<file path="config.mk">
export PLATFORM = sky130hd
export DESIGN_NAME = rxr_ring_writer
export DESIGN_NICKNAME = d
export VERILOG_FILES = /design/src/rtl/rxr_pkg.sv /design/src/rtl/rxr_regs.sv /design/src/rtl/rxr_lane_pack.sv /design/src/rtl/rxr_ring_writer.sv
export SDC_FILE = /design/constraint.sdc
export NUM_CORES = 1
export LEC_CHECK = 0
export ABC_AREA = 1
export BUFFER_PORTS_ARGS = -buffer_cell sky130_fd_sc_hd__buf_2
export CORE_MARGIN = 4
export CORE_UTILIZATION = 53
export DETAILED_ROUTE_END_ITERATION = 12
export PLACE_DENSITY = 0.71
export SLEW_MARGIN = 10
export SYNTH_ARGS = -nofsm -noshare
export SYNTH_HDL_FRONTEND = slang
export SYNTH_SLANG_ARGS = --single-unit
</file>
<file path="constraint.sdc">
create_clock -name clk -period 6.9 [get_ports clk]
set_input_delay 0.69 -clock clk [delete_from_list [all_inputs] [get_ports clk]]
set_output_delay 0.69 -clock clk [all_outputs]
set_load 0.005 [all_outputs]
</file>
<file path="src/rtl/rxr_pkg.sv">
package rxr_pkg;

  localparam int ST_OWN   = 31;
  localparam int ST_LEN   = 16;
  localparam int ST_ESUM  = 15;
  localparam int ST_RUNT  = 11;
  localparam int ST_MCAST = 10;
  localparam int ST_FIRST = 9;
  localparam int ST_LAST  = 8;
  localparam int ST_CRC   = 1;
  localparam int CT_CHAIN = 24;
  localparam int RUN_BIT  = 1;
  localparam int LEN_W    = 14;
  localparam int BSZ_W    = 11;

  typedef enum logic [2:0] {
    S_STOP, S_FETCH, S_WAIT, S_READY, S_NOTOWN, S_DATA, S_STATUS, S_DROP
  } rx_state_e;

  function automatic logic [31:0] compose_status(
    input logic [LEN_W-1:0] len, input logic first, input logic last,
    input logic mcast, input logic crc, input logic runt);
    logic [31:0] st;
    st = '0;
    st[ST_LEN +: LEN_W] = len;
    st[ST_FIRST] = first;
    st[ST_LAST]  = last;
    st[ST_MCAST] = mcast;
    st[ST_CRC]   = crc;
    st[ST_RUNT]  = runt;
    st[ST_ESUM]  = crc | runt;
    return st;
  endfunction

  function automatic logic [31:0] next_desc(
    input logic [31:0] cur, input logic chained, input logic [31:0] link);
    return chained ? link : cur + 32'd16;
  endfunction

endpackage

</file>
<file path="src/rtl/rxr_regs.sv">
module rxr_regs #(
  parameter int MISS_W = 16
) (
  input  logic        clk,
  input  logic        rst_n,
  input  logic        cfg_we,
  input  logic [1:0]  cfg_addr,
  input  logic [31:0] cfg_wdata,
  output logic [31:0] cfg_rdata,
  input  logic        miss_inc,
  output logic        run,
  output logic [31:0] ring_base,
  output logic        base_load
);
  import rxr_pkg::*;

  logic [MISS_W-1:0] miss_cnt;

  always_ff @(posedge clk or negedge rst_n) begin
    if (!rst_n) begin
      run       <= 1'b0;
      ring_base <= '0;
      base_load <= 1'b0;
      miss_cnt  <= '0;
    end else begin
      base_load <= 1'b0;
      if (cfg_we && cfg_addr == 2'd0) run <= cfg_wdata[RUN_BIT];
      if (cfg_we && cfg_addr == 2'd1) begin
        ring_base <= cfg_wdata;
        base_load <= 1'b1;
      end
      if (miss_inc) miss_cnt <= miss_cnt + 1'b1;
    end
  end

  always_comb begin
    cfg_rdata = '0;
    case (cfg_addr)
      2'd0: cfg_rdata[RUN_BIT] = run;
      2'd1: cfg_rdata = ring_base;
      2'd2: cfg_rdata[MISS_W-1:0] = miss_cnt;
      default: cfg_rdata = '0;
    endcase
  end

  // the lost-frame count only moves on a drop event
  a_r8_miss_only_on_drop: assert property (@(posedge clk) disable iff (!rst_n)
    !$stable(miss_cnt) |-> $past(miss_inc));

endmodule

</file>
<file path="src/rtl/rxr_lane_pack.sv">
module rxr_lane_pack (
  input  logic        clk,
  input  logic        rst_n,
  input  logic        take,
  input  logic        flush,
  input  logic [1:0]  lane,
  input  logic [7:0]  din,
  input  logic [31:0] waddr_in,
  output logic        wr_pend,
  output logic [31:0] wr_addr,
  output logic [31:0] wr_data,
  output logic [3:0]  wr_be
);
  logic [31:0] wbuf, wbuf_n;
  logic [3:0]  be_acc, be_n;

  always_comb begin
    wbuf_n = wbuf;
    wbuf_n[{lane, 3'b000} +: 8] = din;
    be_n = be_acc | (4'b0001 << lane);
  end

  always_ff @(posedge clk or negedge rst_n) begin
    if (!rst_n) begin
      wbuf <= '0; be_acc <= '0;
      wr_pend <= 1'b0; wr_addr <= '0; wr_data <= '0; wr_be <= '0;
    end else begin
      wr_pend <= 1'b0;
      if (take) begin
        if (flush) begin
          wr_pend <= 1'b1;
          wr_addr <= waddr_in;
          wr_data <= wbuf_n;
          wr_be   <= be_n;
          wbuf    <= '0;
          be_acc  <= '0;
        end else begin
          wbuf   <= wbuf_n;
          be_acc <= be_n;
        end
      end
    end
  end
endmodule

</file>
<file path="src/rtl/rxr_ring_writer.sv">
module rxr_ring_writer #(
  parameter int MISS_W   = 16,
  parameter int RUNT_MIN = 64
) (
  input  logic        clk,
  input  logic        rst_n,
  input  logic        cfg_we,
  input  logic [1:0]  cfg_addr,
  input  logic [31:0] cfg_wdata,
  output logic [31:0] cfg_rdata,
  input  logic        rx_valid,
  output logic        rx_ready,
  input  logic [7:0]  rx_data,
  input  logic        rx_sof,
  input  logic        rx_eof,
  input  logic        rx_crc_err,
  output logic        mem_req,
  output logic        mem_we,
  output logic [31:0] mem_addr,
  output logic [31:0] mem_wdata,
  output logic [3:0]  mem_be,
  input  logic [31:0] mem_rdata
);
  import rxr_pkg::*;

  rx_state_e        state;
  logic [1:0]       fk;
  logic [31:0]      cur, d_buf, d_nxt;
  logic             d_own, d_chain, cont;
  logic [BSZ_W-1:0] d_bsz, bcnt;
  logic [LEN_W-1:0] flen;
  logic             mc_q, first_q, last_q, crc_q;

  logic        run, base_load, miss_inc;
  logic [31:0] ring_base;
  logic        take, buf_full, buf_done, flush, st_we, runt;
  logic [31:0] waddr, st_word;
  logic        wr_pend;
  logic [31:0] wr_addr, wr_data;
  logic [3:0]  wr_be;

  rxr_regs #(.MISS_W(MISS_W)) u_regs (
    .clk(clk), .rst_n(rst_n), .cfg_we(cfg_we), .cfg_addr(cfg_addr),
    .cfg_wdata(cfg_wdata), .cfg_rdata(cfg_rdata), .miss_inc(miss_inc),
    .run(run), .ring_base(ring_base), .base_load(base_load));

  assign rx_ready = state inside {S_STOP, S_READY, S_NOTOWN, S_DATA, S_DROP};
  assign take     = rx_valid && rx_ready &&
                    ((state == S_READY && rx_sof && run && !base_load) || state == S_DATA);
  assign buf_full = ({1'b0, bcnt} + 12'd1) == {1'b0, d_bsz};
  assign buf_done = take && (rx_eof || buf_full);
  assign flush    = take && (bcnt[1:0] == 2'd3 || rx_eof || buf_full);
  assign waddr    = d_buf + {21'b0, bcnt[BSZ_W-1:2], 2'b00};
  assign st_we    = (state == S_STATUS) && !wr_pend;
  assign runt     = last_q && (flen < LEN_W'(RUNT_MIN));
  assign st_word  = compose_status(flen, first_q, last_q, mc_q, crc_q, runt);
  assign miss_inc = (state == S_NOTOWN && run && !base_load && rx_valid && rx_sof) ||
                    (state == S_WAIT && fk == 2'd3 && cont && !d_own);

  rxr_lane_pack u_pack (
    .clk(clk), .rst_n(rst_n), .take(take), .flush(flush), .lane(bcnt[1:0]),
    .din(rx_data), .waddr_in(waddr), .wr_pend(wr_pend), .wr_addr(wr_addr),
    .wr_data(wr_data), .wr_be(wr_be));

  always_comb begin
    mem_req = 1'b0; mem_we = 1'b0; mem_addr = '0; mem_wdata = '0; mem_be = '0;
    if (wr_pend) begin
      mem_req = 1'b1; mem_we = 1'b1; mem_addr = wr_addr;
      mem_wdata = wr_data; mem_be = wr_be;
    end else if (state == S_FETCH) begin
      mem_req = 1'b1; mem_addr = cur + {28'b0, fk, 2'b00};
    end else if (st_we) begin
      mem_req = 1'b1; mem_we = 1'b1; mem_addr = cur;
      mem_wdata = st_word; mem_be = 4'hF;
    end
  end

  always_ff @(posedge clk or negedge rst_n) begin
    if (!rst_n) begin
      state <= S_STOP; fk <= '0; cur <= '0; d_own <= 1'b0; d_bsz <= '0;
      d_chain <= 1'b0; d_buf <= '0; d_nxt <= '0; cont <= 1'b0; bcnt <= '0;
      flen <= '0; mc_q <= 1'b0; first_q <= 1'b0; last_q <= 1'b0; crc_q <= 1'b0;
    end else begin
      if (take) begin
        bcnt <= bcnt + 1'b1;
        if (state == S_READY) begin
          flen <= LEN_W'(1); mc_q <= rx_data[0]; first_q <= 1'b1;
        end else begin
          flen <= flen + 1'b1;
        end
        if (buf_done) begin
          last_q <= rx_eof;
          crc_q  <= rx_eof & rx_crc_err;
        end
      end
      case (state)
        S_STOP: begin
          if (base_load) cur <= ring_base;
          if (run) begin state <= S_FETCH; fk <= '0; cont <= 1'b0; end
        end
        S_FETCH: state <= S_WAIT;
        S_WAIT: begin
          case (fk)
            2'd0: d_own <= mem_rdata[ST_OWN];
            2'd1: begin d_bsz <= mem_rdata[BSZ_W-1:0]; d_chain <= mem_rdata[CT_CHAIN]; end
            2'd2: d_buf <= mem_rdata;
            default: d_nxt <= mem_rdata;
          endcase
          if (fk != 2'd3) begin
            fk <= fk + 1'b1; state <= S_FETCH;
          end else if (cont) begin
            if (d_own) state <= S_DATA;
            else begin state <= S_DROP; cont <= 1'b0; end
          end else begin
            state <= d_own ? S_READY : S_NOTOWN;
          end
        end
        S_READY: begin
          if (base_load) begin cur <= ring_base; state <= S_STOP; end
          else if (!run) state <= S_STOP;
          else if (take) state <= buf_done ? S_STATUS : S_DATA;
        end
        S_DATA: if (buf_done) state <= S_STATUS;
        S_STATUS: if (!wr_pend) begin
          cur <= next_desc(cur, d_chain, d_nxt);
          cont <= !last_q; bcnt <= '0; first_q <= 1'b0; fk <= '0;
          state <= S_FETCH;
        end
        S_NOTOWN: begin
          if (base_load) begin cur <= ring_base; state <= S_STOP; end
          else if (!run) state <= S_STOP;
          else begin
            fk <= '0;
            state <= (rx_valid && rx_sof && !rx_eof) ? S_DROP : S_FETCH;
          end
        end
        S_DROP: if (rx_valid && rx_eof) begin fk <= '0; state <= S_FETCH; end
        default: state <= S_STOP;
      endcase
    end
  end

  // buffer writes only while a hardware-owned descriptor is held
  a_r2_owned_write: assert property (@(posedge clk) disable iff (!rst_n)
    wr_pend |-> d_own);
  // no data word lands beyond the configured buffer size
  a_r4_within_buffer: assert property (@(posedge clk) disable iff (!rst_n)
    (wr_pend && d_bsz != '0) |-> ((wr_addr - d_buf) < {21'b0, d_bsz}));
  // reported length covers at least this buffer's bytes
  a_r5_len_covers_buffer: assert property (@(posedge clk) disable iff (!rst_n)
    st_we |-> (mem_wdata[ST_LEN +: LEN_W] >= {3'b0, bcnt}) && (bcnt != '0));
  // a stopped engine makes no memory access
  a_r10_stopped_quiet: assert property (@(posedge clk) disable iff (!rst_n)
    (state == S_STOP) |-> !mem_req);

endmodule

</file>
* Yosys cells after proc, flatten, opt, wreduce, memory -nomap -nowiden
Index checks and enable logic that the tools add are counted.
Word-level totals: register bits 299, bits of input ports 81, output and inout port bits 103, logic and storage cells 181
Cells by class: add/subtract/negate cells 9, magnitude comparators 1, equality and inequality tests 24, shift operators 3, muxes and demuxes 64, bitwise gates (word level) 4, reduce and logical (&&, ||, !) cells 51
Operators by type and width (count):
- 2-to-1 mux 32 bit | 8
- case mux 32 bit (2 select lines) | 1
- 2-to-1 mux 30 bit | 2
- 2-to-1 mux 3 bit | 13
- 2-to-1 mux 11 bit | 3
- adder 32 x 11 -> 32 bit | 1
- adder 32 x 4 -> 32 bit | 1
- adder 32 x 5 -> 32 bit (second input constant) | 1
- bitwise mux 32 bit | 1
- variable shift 8 x 7 -> 32 bit (first input constant) | 1
- indexed part select 8 x 7 -> 32 bit | 1
- case mux 14 bit (2 select lines) | 1
- case mux 3 bit (8 select lines) | 1
- logical AND 1 bit | 21
- 2-to-1 mux 1 bit | 17
- adder 16 x 1 -> 16 bit (second input constant) | 1
- 2-to-1 mux 16 bit | 1
- 2-to-1 mux 4 bit | 4
- adder 14 x 1 -> 14 bit (second input constant) | 1
- < comparator 14 x 7 -> 1 bit (second input constant) | 1
- 2-to-1 mux 14 bit | 1
- 2-to-1 mux 2 bit | 7
- AND reduction 2 bit | 7
- adder 11 x 1 -> 12 bit (second input constant) | 1
- 31 further kinds | 59

* Logic depth before layout (Yosys ltp)
depth in word-level cells 12, mapped depth 19, gate-level depth less buffers 16

* Modules after synthesis
A second synthesis with hierarchy kept.
Unflattened totals: cells, all modules 2275, area, all modules 16878.7 µm²
Modules (own cells, without submodules):
- rxr_ring_writer | times used 1, cells an instance 1361, area each 9741.8 µm², seq. area each 3603.5 µm²
- rxr_lane_pack | times used 1, cells an instance 583, area each 4620.7 µm², seq. area each 2627.5 µm²
- rxr_regs | times used 1, cells an instance 331, area each 2516.2 µm², seq. area each 1251.2 µm²

* Worst setup path after synthesis
OpenSTA, ideal clock, no wires.
kind register to output, start point register fk[0], end point output mem_addr[18], arrival time 1887 ps, data required time 6210 ps, path slack 4323 ps, cell stages (with the launch flop) 10, buffers on the path 0, cell sequence dfrtp_1 ha_1 inv_1 fa_1 nor2_2 inv_1 nor3_1 nand2_1 o21ai_0 o21ai_0
On the way: cells in the longest elaborated chain, start to end 3
RTL lines:
- start: declaration | line rxr_ring_writer.sv:27 | logic [1:0] fk;
- start signal: assignment | line rxr_ring_writer.sv:80 | state <= S_STOP; fk <= '0; cur <= '0; d_own <= 1'b0; d_bsz <= '0;
- start signal: assignment | line rxr_ring_writer.sv:99 | if (run) begin state <= S_FETCH; fk <= '0; cont <= 1'b0; end
- start signal: assignment | line rxr_ring_writer.sv:110 | fk <= fk + 1'b1; state <= S_FETCH;
- adder 32 x 4 -> 32 bit | line rxr_ring_writer.sv:71 | mem_req = 1'b1; mem_addr = cur + {28'b0, fk, 2'b00};
- 2-to-1 mux 32 bit | line rxr_ring_writer.sv:70 | end else if (state == S_FETCH) begin
- 2-to-1 mux 32 bit | line rxr_ring_writer.sv:67 | if (wr_pend) begin
- end: declaration | line rxr_ring_writer.sv:19 | output logic [31:0] mem_addr,
No other way between the ends.

* Final worst setup path
start point register state[2], end point register u_pack.wr_data[15]
On the way: cells in the longest elaborated chain, start to end 8, elaborated cells on any way between the ends 14, those cells by class eq/ne: 4; reduce/logical: 10
RTL lines:
- start: declaration | line rxr_ring_writer.sv:26 | rx_state_e state;
- start signal: assignment | line rxr_ring_writer.sv:115 | state <= d_own ? S_READY : S_NOTOWN;
- start signal: assignment | line rxr_ring_writer.sv:121 | else if (take) state <= buf_done ? S_STATUS : S_DATA;
- start signal: assignment | line rxr_ring_writer.sv:134 | state <= (rx_valid && rx_sof && !rx_eof) ? S_DROP : S_FETCH;
- == test 3 x 2 -> 1 bit | line rxr_ring_writer.sv:47, rxr_ring_writer.sv:49
- logical AND 1 bit (3 in series) | line rxr_ring_writer.sv:49 | ((state == S_READY && rx_sof && run && !base_load) || state == S_DATA);
- logical OR 1 bit | line rxr_ring_writer.sv:49
- logical AND 1 bit * | line rxr_ring_writer.sv:48 | assign take = rx_valid && rx_ready &&
- logical AND 1 bit | line rxr_ring_writer.sv:52 | assign flush = take && (bcnt[1:0] == 2'd3 || rx_eof || buf_full);
- AND reduction 2 bit (no source line) *
- end signal: assignment | line rxr_lane_pack.sv:33 | wr_data <= wbuf_n;
- end: declaration | line rxr_lane_pack.sv:11 | output logic [31:0] wr_data,
Every way passes the cells marked *; elsewhere a longest branch is shown, timed or not. A chain may end at the register's enable or synchronous reset.

==> run summary <==
Final layout
• **Diodes inserted** 0
• **number of nets at the end of the flow** 2442
• **area of all placed cells without fillers** 18700 um^2
• **Filler cells** 2839
• **Non-Filler Instances** 2745
• **area taken by multi-input logic gates** 7440 um^2
• **final core occ** 61.1%
• **Register Area** 7480 um^2
• **fraction of layout cells with a size suffix above 1** 12.5%
• **layout overhead on the synthesized area** 13.5%

GRT
• **grt met3 use** 3.32%
• **most heavily used metal layer in global routing** met2
• **total routing usage reported by global routing** 30.0%
• **GR Util met2** 50.5%
• **maximum number of pins on one net before global-route repair** 115
• **number of global-route vias before repair** 15100
• **remaining global-route overflow** 0
• **number of antenna violations at the first check in global routing** 0
• **first-pass GRT wire length** 81200 um
• **global routing met1 resource utilization** 39.4%

Run status
• **outcome** completed

Critical path
• **worst path buffer plus inverter count** 2
• **largest stage delay on the critical path** 0.92 ns
• **Worst EP arrival** 4.69 ns
• **gate family responsible for the most delay along the worst path** simple AND/OR/NAND/NOR gates
• **Crit Path Category** reg -> reg
• **endpoint class of the critical path** flip-flop
• **crit path launch type** flip-flop
• **endpoint required time on the critical path** 7.33 ns
• **cells along the critical path** inv_1 -> nand3_2 -> nor2_4 -> nand2_2 -> nand2_4 -> nand2_1 -> nand2_4 -> buf_4 -> nand2_1 -> o21ai_1
• **CP max stage cell** sky130_fd_sc_hd__nand2_4
• **top fanout value on the critical path** 89

Routing
• **detailed-route via count** 15400
• **DRT antenna net count** 0
• **vias per cell** 5.61
• **DR WL/cell** 18.5 um
• **wire length reported by the detailed router** 50700 um
• **number of remaining DRC errors** 0
• **number of iterations in the first detailed-routing pass** 6
• **number of design-rule violations left by the first detailed-router iteration** 1354

Timing
• **total setup violations reported at the end of the flow** 0
• **slew of the pin with the lowest slew margin** 1.06 ns
• **worst-case headroom to the max-slew limit** 29.1%
• **unrepaired setup endpoints after global routing** no
• **time the final worst path needs with I/O delays and setup** 4.26 ns
• **Final Slew Violations** 0
• **highest clock frequency the design can meet** 0.235 GHz
• **final worst-path cycle share** 61.7%
• **total negative slack** 0 ns
• **setup clock skew after layout** 0.0212 ns
• **hold violation count in the final report** 0

Floorplan
• **area of the placeable core** 30600 um^2
• **Initial Util** 53.8%
• **vertical extent of the die** 184 um
• **number of rows created at floorplan** 64
• **count of pins on the block boundary** 184
• **Die Wd** 184 um
• **die area** 34000 um^2

Pwr
• **power density relative to cell area** 412 nW/um^2
• **share of power burned in registers** 37.1%
• **Leak Pwr** 9.55 nW
• **power share of the combinational group** 39.1%
• **net switching power** 3.27 mW
• **share of total power consumed by net switching** 42.5%
• **Cell Int Power** 4.43 mW
• **clock network power share** 23.8%
• **Max VDD drop** 199 uV

Logic synthesis
• **post-synthesis area per instance** 7.54 um^2
• **largest cells by area after synthesis** sky130_fd_sc_hd__dfrtp_1, sky130_fd_sc_hd__nand2_1, sky130_fd_sc_hd__inv_1
• **Post-synth top cells** sky130_fd_sc_hd__nand2_1, sky130_fd_sc_hd__dfrtp_1, sky130_fd_sc_hd__inv_1, sky130_fd_sc_hd__o21ai_0, sky130_fd_sc_hd__nor2_1
• **most area-hungry cell type in the Yosys netlist** sky130_fd_sc_hd__dfrtp_1
• **total number of yosys warnings** 0
• **async set or reset register ratio after synthesis** 100%
• **cell with the most instances after synthesis** sky130_fd_sc_hd__nand2_1
• **Post-Synthesis Cells** 2184
• **Post-Synthesis Net Count** 2301
• **Post-Syn Area** 16500 um^2
• **register area share after synthesis** 45.4%
• **post-synth cell types** 52
• **Post-synth EDFFs** 0
• **flip-flop cell with the highest count after synthesis** sky130_fd_sc_hd__dfrtp_1
• **flop and latch count out of synthesis** 299
• **area share of the largest cell type after synthesis** 45.4%

Placement
• **count of input and output buffers** 183
• **cell area after placement** 17600 um^2
• **global placement routability congestion** 0.962
• **cell count after placement** 2684
• **estimated wirelength of the detail-placed design** 37200 um

Job
• **max-cap violation count** 0

Clock tree
• **count of clock tree sinks** 299
• **post-CTS setup buffer count** 0
• **total clock buffers created by CTS** 35
• **post-cts hold buffer count** 0
• **clock-pin slew of the registers on the worst-case setup and hold paths** 0.06 ns
• **CTS max path bufs** 3
• **CTS H-tree lvls** 2
• **buffer type at the clock tree root** sky130_fd_sc_hd__clkbuf_16
• **Resize count post-CTS** 0
• **later-pin clock latency in the skew report** 0.51 ns
• **CTS tree** done

Worst hold path
• **class of the most critical hold timing path** in -> async

## state kept, by name (all words and copies together), names as in the netlist, 14 cells and up
| register | cells |
|---|---|
| cur | 32 |
| d_buf | 32 |
| d_nxt | 32 |
| flen | 14 |
| u_pack.wbuf | 32 |
| u_pack.wr_addr | 32 |
| u_pack.wr_data | 32 |
| u_regs.miss_cnt | 16 |
| u_regs.ring_base | 32 |
## cells by family after synthesis
family	synth area share, %
simple gates	23.6
compound gates	16.2
buf+inv	9.43
flops	45.4
xor+xnor	2.50
fa+ha+maj	2.83
mux	0.0684
## routing by layer
metal	share of wire [%]	wire [um]
met5	0	0
met4	5.0	2550
met3	5.5	2810
met2	48	24400
met1	41	20900
## final cells by class
| cell class | count | area share [%] |
|---|---|---|
| Sequential cell | 299 | 40.0 |
| Multi-Input combinational cell | 1491 | 39.8 |
| Tap cell | 396 | 2.65 |
| Inverter | 303 | 6.08 |
| Clock buffer | 51 | 5.43 |
| Clock inverter | 10 | 0.569 |
| Timing Repair Buffer | 195 | 5.43 |
## power groups by stage
stage	Clock, mW	Sequential, mW	Combinational [mW]
6_report	1.83	2.86	3.01
5_1_grt	1.94	2.92	3.39
4_1_cts	1.86	2.84	3.00
3_5_place_dp	0	2.87	2.98
3_3_place_gp	0	2.85	2.92
2_1_floorplan	0	2.65	2.10
## path summary, 6_finish.rpt
| kind | from | end | slack, ns | cells after the start |
|---|---|---|---|---|
| hold / removal | rst_n | flen[10] | 0.23 | 1 |
| hold reg to reg | u_regs.miss_cnt[15] | u_regs.miss_cnt[15] | 0.48 | 1 |
| min in group clk | cfg_wdata[3] | u_regs.ring_base[3] | 0.38 | 3 |
| setup reg to reg | state[2] | u_pack.wr_data[15] | 2.64 | 10 |
| max in group asynchronous | rst_n | d_nxt[3] | 5.03 | 2 |
| setup / recovery | state[2] | u_pack.wr_data[15] | 2.64 | 10 |
## stage by stage
stage	hold WS (ns)	setup WS, ns	power, mW
floorplan	0.394	4.32	4.75
global placement	0.454	2.70	5.77
detailed placement	0.465	2.55	5.84
CTS	0.300	2.67	7.70
global route	0.309	2.26	8.25
finish	0.227	2.64	7.70
## cell usage in the layout, fill, tap and decap left out, types with 60 or more instances in the layout
| cell | synthesis | routed |
|---|---|---|
| sky130_fd_sc_hd__inv_1 | 294 | 294 |
| sky130_fd_sc_hd__nand2_1 | 653 | 651 |
| sky130_fd_sc_hd__dfrtp_1 | 299 | 299 |
| sky130_fd_sc_hd__a21oi_1 | 70 | 70 |
| sky130_fd_sc_hd__nor2_1 | 97 | 97 |
| sky130_fd_sc_hd__o21ai_0 | 190 | 190 |
| sky130_fd_sc_hd__buf_2 | 5 | 182 |
| sky130_fd_sc_hd__o21ai_1 | 60 | 60 |
| sky130_fd_sc_hd__o22ai_1 | 65 | 65 |
| sky130_fd_sc_hd__nand3_1 | 87 | 87 |
(Power assumes the default switching activity.)
